<file path="src/rtl/lpc_target.sv">
module lpc_target #(
  parameter logic [15:0] BASE_ADDR     = 16'h0300,
  parameter int unsigned WIN_SIZE      = 16,
  parameter int unsigned IO_RD_WAITS   = 3,
  parameter int unsigned IO_WR_WAITS   = 2,
  parameter int unsigned DMA_RD_WAITS  = 3,
  parameter int unsigned DMA_WR_WAITS  = 4,
  parameter int unsigned TIMEOUT_WAITS = 330
) (
  input  logic        clk,
  input  logic        rst_n,
  input  logic        lframe_n,
  input  logic [3:0]  lad_i,
  output logic [3:0]  lad_o,
  output logic        lad_oe,
  output logic        ldrq_n,
  output logic        loc_rd,
  output logic        loc_wr,
  output logic        loc_dma,
  output logic [2:0]  loc_chan,
  output logic [15:0] loc_addr,
  output logic [7:0]  loc_wdata,
  input  logic [7:0]  loc_rdata,
  input  logic        loc_ready,
  input  logic        loc_err
);

  localparam int          WCNT_W   = $clog2(TIMEOUT_WAITS + 1);
  localparam logic [16:0] WIN_LO   = {1'b0, BASE_ADDR};
  localparam logic [16:0] WIN_HI   = WIN_LO + 17'(WIN_SIZE);
  localparam logic [3:0]  SY_READY = 4'b0000;
  localparam logic [3:0]  SY_SHORT = 4'b0101;
  localparam logic [3:0]  SY_LONG  = 4'b0110;
  localparam logic [3:0]  SY_ERR   = 4'b1010;
  localparam logic [3:0]  NIB_TURN = 4'b1111;

  typedef enum logic [3:0] {
    ST_IDLE, ST_TYPE, ST_ADDR, ST_CHAN, ST_SIZE,
    ST_HDATA, ST_HTAR, ST_SYNC, ST_RDATA, ST_PTAR
  } st_t;

  st_t               st;
  logic [1:0]        nib;
  logic              is_dma, is_wr, err;
  logic [15:0]       addr;
  logic [2:0]        chan;
  logic [1:0]        blast, bidx;
  logic [7:0]        wdata, rdata;
  logic [WCNT_W-1:0] wcnt;

  logic [15:0]       addr_next;
  logic              hit, waiting, timed_out, sync_done, sync_err, more;
  logic [WCNT_W-1:0] nwait;
  logic [3:0]        sync_nib;

  assign addr_next = {addr[11:0], lad_i};
  assign hit       = ({1'b0, addr_next} >= WIN_LO) && ({1'b0, addr_next} < WIN_HI);
  assign nwait     = is_dma ? (is_wr ? WCNT_W'(DMA_WR_WAITS) : WCNT_W'(DMA_RD_WAITS))
                            : (is_wr ? WCNT_W'(IO_WR_WAITS)  : WCNT_W'(IO_RD_WAITS));
  assign waiting   = wcnt < nwait;
  assign timed_out = wcnt >= WCNT_W'(TIMEOUT_WAITS);
  assign sync_done = !waiting && (loc_ready || timed_out);
  assign sync_err  = loc_ready ? loc_err : 1'b1;
  assign more      = is_dma && !err && (bidx != blast);

  always_comb begin
    if (waiting)        sync_nib = is_dma ? SY_SHORT : SY_LONG;
    else if (loc_ready) sync_nib = loc_err ? SY_ERR : SY_READY;
    else if (timed_out) sync_nib = SY_ERR;
    else                sync_nib = SY_LONG;
  end

  always_comb begin
    case (st)
      ST_SYNC:  lad_o = sync_nib;
      ST_RDATA: lad_o = nib[0] ? rdata[7:4] : rdata[3:0];
      ST_PTAR:  lad_o = NIB_TURN;
      default:  lad_o = 4'b0000;
    endcase
  end

  assign lad_oe    = (st == ST_SYNC) || (st == ST_RDATA) || (st == ST_PTAR && nib == 2'd0);
  assign ldrq_n    = 1'b1;
  assign loc_rd    = (st == ST_SYNC) && (wcnt == '0) && !is_wr;
  assign loc_wr    = (st == ST_SYNC) && (wcnt == '0) && is_wr;
  assign loc_dma   = is_dma;
  assign loc_chan  = chan;
  assign loc_addr  = is_dma ? {14'b0, bidx} : addr;
  assign loc_wdata = wdata;

  always_ff @(posedge clk or negedge rst_n) begin
    if (!rst_n) begin
      st     <= ST_IDLE;
      nib    <= '0;
      is_dma <= 1'b0;
      is_wr  <= 1'b0;
      err    <= 1'b0;
      addr   <= '0;
      chan   <= '0;
      blast  <= '0;
      bidx   <= '0;
      wdata  <= '0;
      rdata  <= '0;
      wcnt   <= '0;
    end else if (!lframe_n) begin
      st  <= (lad_i == 4'b0000) ? ST_TYPE : ST_IDLE;
      nib <= '0;
    end else begin
      case (st)
        ST_TYPE: begin
          is_dma <= lad_i[3];
          is_wr  <= lad_i[1];
          err    <= 1'b0;
          bidx   <= '0;
          blast  <= '0;
          nib    <= '0;
          if (!lad_i[2]) st <= lad_i[3] ? ST_CHAN : ST_ADDR;
          else           st <= ST_IDLE;
        end
        ST_ADDR: begin
          addr <= addr_next;
          nib  <= nib + 2'd1;
          if (nib == 2'd3) begin
            if (!hit)       st <= ST_IDLE;
            else if (is_wr) st <= ST_HDATA;
            else            st <= ST_HTAR;
          end
        end
        ST_CHAN: begin
          chan <= lad_i[2:0];
          st   <= ST_SIZE;
        end
        ST_SIZE: begin
          nib   <= '0;
          blast <= lad_i[1:0];
          if (lad_i[1:0] == 2'b10) st <= ST_IDLE;
          else                     st <= is_wr ? ST_HDATA : ST_HTAR;
        end
        ST_HDATA: begin
          if (nib == 2'd0) begin
            wdata[3:0] <= lad_i;
            nib        <= 2'd1;
          end else begin
            wdata[7:4] <= lad_i;
            nib        <= '0;
            st         <= ST_HTAR;
          end
        end
        ST_HTAR: begin
          if (nib == 2'd0) nib <= 2'd1;
          else begin
            nib  <= '0;
            wcnt <= '0;
            st   <= ST_SYNC;
          end
        end
        ST_SYNC: begin
          if (sync_done) begin
            err   <= sync_err;
            rdata <= loc_rdata;
            nib   <= '0;
            st    <= is_wr ? ST_PTAR : ST_RDATA;
          end else begin
            wcnt <= wcnt + 1'b1;
          end
        end
        ST_RDATA: begin
          if (nib == 2'd0) nib <= 2'd1;
          else begin
            nib <= '0;
            if (more) begin
              bidx <= bidx + 2'd1;
              wcnt <= '0;
              st   <= ST_SYNC;
            end else begin
              st <= ST_PTAR;
            end
          end
        end
        ST_PTAR: begin
          if (nib == 2'd0) nib <= 2'd1;
          else begin
            nib <= '0;
            if (more && is_wr) begin
              bidx <= bidx + 2'd1;
              st   <= ST_HDATA;
            end else begin
              st <= ST_IDLE;
            end
          end
        end
        default: st <= ST_IDLE;
      endcase
    end
  end

endmodule

</file>
<file path="config.mk">
export PLATFORM = sky130hd
export DESIGN_NAME = lpc_target
export DESIGN_NICKNAME = d
export VERILOG_FILES = /design/src/rtl/lpc_target.sv
export SDC_FILE = /design/constraint.sdc
export NUM_CORES = 1
export LEC_CHECK = 0
export BUFFER_PORTS_ARGS = -buffer_cell sky130_fd_sc_hd__buf_2
export CORE_ASPECT_RATIO = 0.9
export CORE_UTILIZATION = 45
export CTS_CLUSTER_DIAMETER = 100
export DETAILED_ROUTE_END_ITERATION = 16
export PLACE_DENSITY = 0.76
export SLEW_MARGIN = 20
export SYNTH_ARGS = -nofsm -noshare
export SYNTH_HDL_FRONTEND = slang
export SYNTH_SLANG_ARGS = --single-unit
</file>
<file path="constraint.sdc">
create_clock -name clk -period 2.62 [get_ports clk]
set_clock_uncertainty 0.1 [all_clocks]
set_input_delay 0.393 -clock clk [delete_from_list [all_inputs] [get_ports clk]]
set_output_delay 0.393 -clock clk [all_outputs]
set_load 0.05 [all_outputs]
</file>
# --- Yosys cells after proc, flatten, opt, wreduce, memory -nomap -nowiden ---
# Cells that the tools add are included.
# W data, S select, Z words.
word_totals:
  output_inout_bits: 36
  reg_bits: 57
  word_cells: 129
classes:
  n_addsub: 3
  mux: 46
  magnitude_cmp: 4
  n_eq_ne: 26
  n_bitwise: 1
  reduce_logical: 36
op_table:
  columns: ["operator", "count"]
  rows:
  - ["$mux W4", 14]
  - ["$mux W9", 4]
  - ["$pmux W4 S9", 1]
  - ["$pmux W9 S3", 1]
  - ["$mux W2", 9]
  - ["$ne A3 B3 Y1 const B", 6]
  - ["$reduce_and A6 Y1", 3]
  - ["$eq A4 B3 Y1 const B", 4]
  - ["$ge A16 B10 Y1 const B", 1]
  - ["$lt A16 B10 Y1 const B", 1]
  - ["$mux W16", 1]
  - ["$mux W3", 4]
  - ["$ne A2 B2 Y1 const B", 6]
  - ["$pmux W4 S3", 1]
  - ["$reduce_and A3 Y1", 4]
  - ["$reduce_and A2 Y1", 5]
  - ["$add A9 B1 Y9 const B", 1]
  - ["$ge A9 B9 Y1 const B", 1]
  - ["$logic_and A1 B1 Y1", 9]
  - ["$logic_not A9 Y1", 1]
  - ["$lt A9 B3 Y1", 1]
  - ["$eq A4 B2 Y1 const B", 2]
  - ["$eq A4 B4 Y1 const B", 2]
  - ["$pmux W2 S4", 1]
  - ["other kinds (19)", 33]

# --- Logic depth before layout (Yosys ltp) ---
# Gate-level depths: netlist (run 1).
depth:
  ltp_word: 8
  depth_mapped: 10

# --- Worst setup path after synthesis (run 1) ---
# Ideal clock, no wire load.
synth_path:
  path_type: "flip-flop to output port"
  startpoint: "register is_dma, in the netlist loc_dma"
  endpoint: "output lad_o[2]"
  arrival_ns: 2.852
  slack_ns: -0.725
  required_time_ns: 2.127
  path_stages_with_launch: 9
  cell_sequence: "dfrtp_1 -> clkbuf_1 -> nand2_1 -> inv_1 -> ha_1 -> o21a_1 -> o21ai_0 -> a22oi_1 -> o221ai_1"
synth_between:
  elab_chain_len: 4
synth_rtl:
  columns: ["item", "line", "source"]
  rows:
  - ["from (decl)", "44", "logic is_dma, is_wr, err;"]
  - ["from (signal assigned)", "111", "is_dma <= lad_i[3];"]
  - ["$mux W3", "58", "assign nwait = is_dma ? (is_wr ? WCNT_W'(DMA_WR_WAITS) : WCNT_W'(DMA_RD_WAITS))"]
  - ["$lt A9 B3 Y1", "60", "assign waiting = wcnt < nwait;"]
  - ["$mux W4", "67", "if (waiting) sync_nib = is_dma ? SY_SHORT : SY_LONG;"]
  - ["$pmux W4 S3", "74", "case (st)"]
  - ["to (decl)", "14", "output logic [3:0] lad_o,"]
# Every way passes these cells.

# --- Worst setup path in the final report (run 1) ---
layout_path:
  startpoint: "register wcnt[4]"
  endpoint: "output lad_o[1]"
layout_between:
  elab_chain_len: 3
layout_rtl:
  columns: ["item", "line", "source"]
  rows:
  - ["from (decl)", "49", "logic [WCNT_W-1:0] wcnt;"]
  - ["from (signal assigned)", "164", "wcnt <= wcnt + 1'b1;"]
  - ["$lt A9 B3 Y1", "60", null]
  - ["$mux W4", "67", null]
  - ["$pmux W4 S3", "74", null]
# Every way passes these cells.

==> summary.txt, run 1 <==
POWER
-------------------------------------------------------------------------------------------
Switching part of the total power                                                     0.246
Sequential cell fraction of total power                                               0.455
Leak                                                                                2.03 nW
Peak supply drop                                                                   0.313 mV
Clock group share of total power                                                      0.466
Switch Pwr                                                                       0.000494 W
Total internal power                                                              0.00152 W
Pwr Density                                                                      479 mW/mm2
Share of total power in combinational logic                                           0.079

FLOORPLANNING
-------------------------------------------------------------------------------------------
Area of the die                                                                 0.00768 mm2
Number of top-level design ports                                                         53
Floorplan core area                                                             0.00708 mm2
Placement row count                                                                      29
Initial Utilization                                                                   0.467
Vertical die dimension                                                              83.3 um
Die width                                                                           92.3 um

TIMING
-------------------------------------------------------------------------------------------
Worst relative slew slack                                                             0.562
Slew @ Worst Pin                                                                   0.654 ns
Setup repair after global routing missed its margin                                     yes
Final Max Slew Viols                                                                      0
Achievable clock frequency                                                          367 MHz
Final Hold Vio Count                                                                      0
Slack of the critical path                                                        -0.104 ns
Crit path time final                                                                2.72 ns
Final count of negative-setup-slack endpoints                                             3
Final period util                                                                      1.04
Accumulated negative setup slack                                                  -0.223 ns

MIN PATH
-------------------------------------------------------------------------------------------
Terminating pin of the worst hold path                                             rdata[0]
Class of the tightest hold or removal check                                       in -> reg
Start point of the worst hold path                                             loc_rdata[0]
WHS Path Cells                                                                            2

CLOCK NETWORK
-------------------------------------------------------------------------------------------
# H-tree levels                                                                           3
Later-pin clock latency in the skew report                                          0.34 ns
Total clock buffers created by CTS                                                        9
Clock tree from TritonCTS                                                             built
Clock tree buffer depth                                                                   2
Cell chosen for the clock root                                                     clkbuf_8
Clock Sinks                                                                              57
Clock slew seen by the registers of the worst setup and hold paths                  0.08 ns

CELLS AND AREA
-------------------------------------------------------------------------------------------
Ratio of cells with drive above 1 in the final layout                                 0.416
Design area                                                                     0.00420 mm2
Fillcell total                                                                          580
Total Nets Final                                                                        411
Area overhead of the layout relative to synthesis                                     27.1%
Sequential cell area                                                            0.00143 mm2
Core occupancy in the finished layout                                                 0.593
Number of inserted diodes                                                                 0
Area of the multi-input gates                                                   0.00186 mm2
Count of placed standard cells in the final layout, fillers left out                    485

STATUS
-------------------------------------------------------------------------------------------
Result of the run                                                              finished with violations
Failing checks                                                                 setup timing

ROUTING
-------------------------------------------------------------------------------------------
Total detailed-routing wirelength                                                   7990 um
Remaining antenna violation count after routing                                           0
Vias per std cell                                                                      5.81
DRC violations left                                                                       0
Number of design-rule violations left by the first detailed-router iteration            222
Router iterations before antenna repair                                                   4
Average routed wire per standard cell                                               16.5 um
Total number of vias                                                                  2,819

SETUP PATH
-------------------------------------------------------------------------------------------
Critical Path End Type                                                         primary output
Kind of critical path                                                            reg -> out
Type of origin of the critical path                                                    flop
Register-to-Register Path Depth                                                           8
Worst EP required                                                                   2.13 ns
Capture point of the worst reg-to-reg path                                          wcnt[6]
Largest fanout of any net on the critical path                                            4
Setup slack of the worst register-to-register path                                  0.06 ns
Launch point of the worst reg-to-reg path                                           wcnt[4]
WP data arrival                                                                     2.23 ns

YOSYS
-------------------------------------------------------------------------------------------
Cell count after synthesis                                                              313
Yosys synthesis warning count                                                             0
Largest area contributor in the netlist                                             dfrtp_1
Portion of synthesized cell area occupied by the leading cell type                    0.432
Synth Flop Type                                                                     dfrtp_1
Unique masters post-synth                                                                59
Proportion of synthesized chip area in sequential cells                               0.432
Cells taking the most area after synthesis                                     dfrtp_1 (43%), mux2_2 (14%), nor2b_1 (3.8%)
Combined area of all synthesized cells                                          0.00330 mm2
Avg Inst Size Synth                                                                10.5 um2
Fraction of synthesis flops using an asynchronous set or reset pin                     1.00
Flop and latch count out of synthesis                                                    57
Net Count, Synth                                                                        337
Count leader, synth                                                                 dfrtp_1
Number of enable-type register cells in the synthesized netlist                           0
Most numerous cell types in the synthesized netlist                            dfrtp_1 (57), mux2_2 (40), nor2b_1 (20), o21ai_0 (17), nand3_1 (14)

PLACEMENT
-------------------------------------------------------------------------------------------
Placement Cell Area                                                             0.00384 mm2
Worst slack, placed                                                               0.0319 ns
Detailed-placement wirelength estimate                                              5760 um
Buffers on Ports                                                                         51
Placed instance count                                                                   465
Placer congestion estimate                                                            0.933

GLOBAL ROUTE
-------------------------------------------------------------------------------------------
First-pass GRT wire length                                                        13,300 um
Initial antenna violation count                                                           0
Global Route Usage Sum                                                                0.221
Maximum number of pins on one net before global-route repair                             37
Total grt overflow                                                                        0
Vias in the first global route                                                        2,655

RUN
-------------------------------------------------------------------------------------------
Max-Cap Viols                                                                             0

[state kept, by name, indices dropped and copies added (netlist names)]
register	count
loc_chan	3
addr	16
is_wr	1
loc_dma	1
err	1
rdata	8
bidx	2
blast	2
nib	2
st	4
wcnt	9
loc_wdata	8
[metal layers]
metal | vias to the layer above | GRT usage | wire length (um)
met5 | - | 0 | 0
met4 | 0 | 0.0909 | 110
met3 | 8 | 0.0375 | 347
met2 | 86 | 0.348 | 3900
met1 | 1402 | 0.302 | 3630
li1 | 1323 | - | -
[what timing repair did]
| action | 4_1_cts | 5_1_grt |
|---|---|---|
| resized for setup | 11 | 11 |
| setup endpoints to repair | 4 | 9 |
| setup buffers | 3 | 1 |
| hold endpoints to repair | 21 | 0 |
| cloned | 0 | 0 |
| pin swaps | 5 | 7 |
| hold buffers | 1 | 0 |
[kinds of logic (layout without fill, tap and decap cells)]
logic type                 count (synthesis)  after routing  share of synthesized area
and+or+nand+nor                           96             96                      0.181
other                                      1              1                    0.00114
muxes                                     46             46                      0.155
AOI/OAI and AO/OA                         75             75                      0.159
xor gates and xnor gates                   3              3                    0.00796
adders and majority gates                  7              7                     0.0265
buffers and inverters                     28            107                     0.0379
DFF                                       57             57                      0.432
[how the worst max path moves through the flow]
stage | startpoint | endpoint | depth (start not counted)
6_report | wcnt[4] | lad_o[1] | 7
5_1_grt | wcnt[4] | lad_o[1] | 7
4_1_cts | wcnt[4] | lad_o[1] | 7
3_5_place_dp | wcnt[7] | lad_o[1] | 6
3_3_place_gp | wcnt[7] | lad_o[1] | 6
2_1_floorplan | loc_dma | lad_o[1] | 9
[per-stage QoR]
step | hold WS (ns) | power [W]
floorplan | -0.00259 | 0.00103
finish | 0.193 | 0.00201
global placement | 0.290 | 0.00109
detailed placement | 0.292 | 0.00109
CTS | 0.179 | 0.00203
global route | 0.182 | 0.00208
[cells in the final DEF (no fill, tap or decap), drive strengths merged, types with 4 or more instances in the layout]
cell	count
nor2	13
ha	7
o21ai	17
nor4bb	4
mux2i	6
and3	4
nor4	4
o211ai	5
o31ai	7
inv	12
buf	79
or4	6
a21oi	11
nor2b	20
clkbuf	10
nand2b	4
nand4b	4
nand2	9
mux2	40
dfrtp	57
nand3	14
[final cells by class]
| cell class | instances | share of cell area |
|---|---|---|
| clock buffers | 10 | 0.0328 |
| well taps | 93 | 0.0277 |
| flip-flops and latches | 57 | 0.340 |
| repair buffers | 80 | 0.124 |
| clock inverters | 6 | 0.0215 |
| multi-input cells | 228 | 0.444 |
| inverters | 11 | 0.00984 |
[critical path, stage by stage (launching register included)]
cell and delay (ns):
dfrtp_1 0.39, or4_4 0.57, nor4_4 0.24, buf_4 0.18, nand3_2 0.06, o211ai_1 0.10, o211ai_1 0.13, buf_4 0.21
[power by group through the flow]
stage	clock, W	sequential, W	combinational (W)
2_1_floorplan	0	0.000946	0.0000794
3_3_place_gp	0	0.000930	0.000156
3_5_place_dp	0	0.000932	0.000158
4_1_cts	0.000953	0.000915	0.000161
5_1_grt	0.000990	0.000918	0.000172
6_report	0.000937	0.000915	0.000159
Power figures use the tool's default switching activity.
==> inputs of run 2 (changes only) <==
--- a/config.mk
+++ b/config.mk
@@ -5,6 +5,7 @@
 export SDC_FILE = /design/constraint.sdc
 export NUM_CORES = 1
 export LEC_CHECK = 0
+export ABC_AREA = 1
 export BUFFER_PORTS_ARGS = -buffer_cell sky130_fd_sc_hd__buf_2
 export CORE_ASPECT_RATIO = 0.9
 export CORE_UTILIZATION = 45
==> run 2 against run 1 <==
Net effect: the run now ends clean; sequential share of layout area up 2.0 points; register-to-register slack better by 0.44 ns; synthesized area up 2.0%; via count up 10%; largest power group is now registers.
==> summary.txt, run 2 <==
CELLS AND AREA
-------------------------------------------------------------------------------------------
Number of inserted diodes                                                                 0   unchanged
Regs by FF count                                                               addr x16, wcnt x9
Core occupancy in the finished layout                                                 0.554   -0.0389
Fillcell total                                                                          659   +14%
Highest-count cells in the layout ignoring fill and taps                       nand2_1 (142), dfrtp_1 (56), inv_1 (55)
Most common library cell in the layout ignoring fill and taps                       nand2_1
Ratio of cells with drive above 1 in the final layout                                 0.221   -0.195
Flip-flop count of the largest register after layout                                     16   unchanged
Area overhead of the layout relative to synthesis                                     17.6%
Count of placed standard cells in the final layout, fillers left out                    622   +28%
Design area                                                                     0.00396 mm2   -5.6%
Total Nets Final                                                                        548   +33%
Most flops, register                                                                   addr

TIMING
-------------------------------------------------------------------------------------------
Final count of negative-setup-slack endpoints                                             0   -3
Final Max Slew Viols                                                                      0   unchanged
Final period util                                                                     0.962   -0.0780
Worst relative slew slack                                                             0.627   +0.0654
Crit path time final                                                                2.52 ns   -0.204 ns
Final Hold Vio Count                                                                      0   unchanged
Slack of the critical path                                                         0.100 ns   +0.204 ns
Achievable clock frequency                                                          397 MHz   +8.1%
Slew @ Worst Pin                                                                   0.559 ns   -0.0952 ns

POWER
-------------------------------------------------------------------------------------------
Leak                                                                                2.19 nW   +8.1%
Pwr Density                                                                      600 mW/mm2   +25%
Clock group share of total power                                                      0.311   -0.155
Switching part of the total power                                                     0.368   +0.122
Peak supply drop                                                                   0.392 mV   +25%
Switch Pwr                                                                       0.000876 W   +77%
Total internal power                                                              0.00150 W   -0.87%
Sequential cell fraction of total power                                               0.426   -0.029
Share of total power in combinational logic                                           0.263   +0.184
Power Total                                                                       0.00238 W   +18%

SETUP PATH
-------------------------------------------------------------------------------------------
Family of cells with the greatest summed delay on the critical path              flip-flops
Worst EP required                                                                   2.13 ns   about the same
Critical-path top delay cell                                                        dfrtp_2
WP data arrival                                                                     2.03 ns   -0.20 ns
CP Buf/Inv Count                                                                          3   +1
Largest fanout of any net on the critical path                                            2   -2
Cell with the most instances on the worst path                                        inv_1
Largest stage delay on the critical path                                            0.41 ns   -0.16 ns
Kind of critical path                                                            reg -> out
Type of origin of the critical path                                                    flop
Critical Path End Type                                                         primary output
Ordered cell list for the critical path                                        nand2_2, inv_1, ha_1, inv_1, a21oi_1, o21ai_1, nand3_1, o221ai_2, buf_2

YOSYS
-------------------------------------------------------------------------------------------
Count leader, synth                                                                 nand2_1
Synth Flop Type                                                                     dfrtp_1
Avg Inst Size Synth                                                                7.28 um2   -31%
Flop and latch count out of synthesis                                                    57   unchanged
Fraction of synthesis flops using an asynchronous set or reset pin                     1.00   unchanged
Unique masters post-synth                                                                33   -44%
Largest area contributor in the netlist                                             dfrtp_1
Proportion of synthesized chip area in sequential cells                               0.423   -0.00866
Most numerous cell types in the synthesized netlist                            nand2_1 (145), dfrtp_1 (57), inv_1 (55), nor2_1 (48), o21ai_0 (34)
Net Count, Synth                                                                        487   +45%
Cells taking the most area after synthesis                                     dfrtp_1 (42%), nand2_1 (16%), inv_1 (6.1%)
Number of enable-type register cells in the synthesized netlist                           0   unchanged
Combined area of all synthesized cells                                          0.00337 mm2   +2.0%
Yosys synthesis warning count                                                             0   unchanged
Portion of synthesized cell area occupied by the leading cell type                    0.423   -0.00866
Cell count after synthesis                                                              463   +48%

GLOBAL ROUTE
-------------------------------------------------------------------------------------------
Maximum number of pins on one net before global-route repair                             33   -11%
Vias in the first global route                                                        2,968   +12%
First-pass GRT wire length                                                        13,400 um   +0.73%
Initial antenna violation count                                                           0   unchanged
Global Route Usage Sum                                                                0.218   -0.00273
Total grt overflow                                                                        0   unchanged

MIN PATH
-------------------------------------------------------------------------------------------
Class of the tightest hold or removal check                                       in -> reg

CLOCK NETWORK
-------------------------------------------------------------------------------------------
Clock Sinks                                                                              57   unchanged
Later-pin clock latency in the skew report                                          0.33 ns   about the same
Cell chosen for the clock root                                                     clkbuf_8
Clock slew seen by the registers of the worst setup and hold paths                  0.06 ns   -0.02 ns
Clock tree buffer depth                                                                   2   unchanged
Clock tree from TritonCTS                                                             built
# H-tree levels                                                                           3   unchanged
Total clock buffers created by CTS                                                        9   unchanged

FLOORPLANNING
-------------------------------------------------------------------------------------------
Floorplan core area                                                             0.00715 mm2   +1.0%
Die width                                                                           93.2 um   +0.99%
Number of top-level design ports                                                         53   unchanged
Initial Utilization                                                                   0.471   +0.00471
Placement row count                                                                      29   unchanged
Vertical die dimension                                                              84.1 um   +0.99%
Area of the die                                                                 0.00784 mm2   +2.0%

ROUTING
-------------------------------------------------------------------------------------------
Vias per std cell                                                                      4.99   -14%
Number of design-rule violations left by the first detailed-router iteration            129   -42%
Average routed wire per standard cell                                               12.6 um   -24%
Total detailed-routing wirelength                                                   7810 um   -2.2%
Router iterations before antenna repair                                                   4   unchanged
DRC violations left                                                                       0   unchanged
Total number of vias                                                                  3,102   +10%
Remaining antenna violation count after routing                                           0   unchanged

PLACEMENT
-------------------------------------------------------------------------------------------
Placer congestion estimate                                                            0.907   -2.8%
Placement Cell Area                                                             0.00372 mm2   -3.3%
Worst slack, placed                                                                0.362 ns   +0.330 ns
Placed instance count                                                                   600   +29%
Buffers on Ports                                                                         51   unchanged
Detailed-placement wirelength estimate                                              5770 um   +0.27%

STATUS
-------------------------------------------------------------------------------------------
Result of the run                                                                 completed

RUN
-------------------------------------------------------------------------------------------
Max-Cap Viols                                                                             0   unchanged

run 2: changes by cell type after synthesis, moves of 12 or more:
cell / delta
nor2b_1: -20
inv_2: +12
o21ai_0: +17
nand2_1: +136
mux2_2: -40
nand3_1: +18
inv_1: +44
nor2_1: +35
run 2: stage by stage:
stage | hold slack (ns) | setup TNS, ns
final | 0.186 | 0
after global routing | 0.188 | -0.0284
after CTS | 0.175 | 0
after detailed placement | 0.317 | 0
after global placement | 0.304 | 0
after floorplan | -0.00259 | 0
run 2: power by group through the flow:
stage / clock network (W) / registers [W] / logic [W]
after floorplan: 0 / 0.00103 / 0.000469
after global placement: 0 / 0.00102 / 0.000606
after detailed placement: 0 / 0.00103 / 0.000615
after CTS: 0.000758 / 0.00101 / 0.000619
after global routing: 0.000798 / 0.00102 / 0.000682
final: 0.000740 / 0.00101 / 0.000625
run 2: kinds of logic after synthesis:
family | share of synthesized area
AND/OR/NAND/NOR | 0.336
buffers and inverters | 0.0980
flip-flops | 0.423
AO/OA/AOI/OAI | 0.0887
adder cells (fa/ha/maj) | 0.0260
XOR/XNOR | 0.0182
multiplexers | 0.00891
other | 0.00111
run 2: metal layers:
metal | share of wire | GRT usage | vias to the layer above
li1 | - | - | 1572
met1 | 0.44 | 0.278 | 1441
met2 | 0.50 | 0.350 | 81
met3 | 0.045 | 0.0510 | 8
met4 | 0.016 | 0.0993 | 0
met5 | 0 | 0 | -
run 2: repair_timing:
item,CTS,global route
gates resized for setup,1,7
setup endpoints to repair,1,4
pin swaps,0,4
buffers inserted,0,5
hold buffers,1,0
hold endpoints to repair,23,0
run 2: path summary, 6_finish.rpt:
kind                               start      endpoint  slack, ns  cells after the start
worst max-delay path             loc_dma      lad_o[0]       0.10                      9
worst max register to register   loc_dma       wcnt[2]       0.50                     14
max in group asynchronous          rst_n       loc_dma       1.26                      3
min in group asynchronous          rst_n  loc_wdata[4]       0.48                      2
worst min-delay path            lad_i[0]       addr[0]       0.19                      3
worst min register to register  rdata[7]      rdata[7]       0.37                      2
run 2: worst register-to-register path: cells and delay by family (launching register included):
family          cells  cell delay (ns)
fa+ha+maj           1             0.27
compound gates      2             0.21
buf+inv             4             0.41
flops               1             0.41
simple gates        7             0.60
run 2: area by class of cell:
type	count	area, um2	area share
multi-input cells	326	1630	0.410
flip-flops and latches	57	1430	0.360
repair buffers	63	359	0.0906
inverters	67	251	0.0635
clock buffers	11	151	0.0382
well taps	93	116	0.0294
clock inverters	5	30.0	0.00758
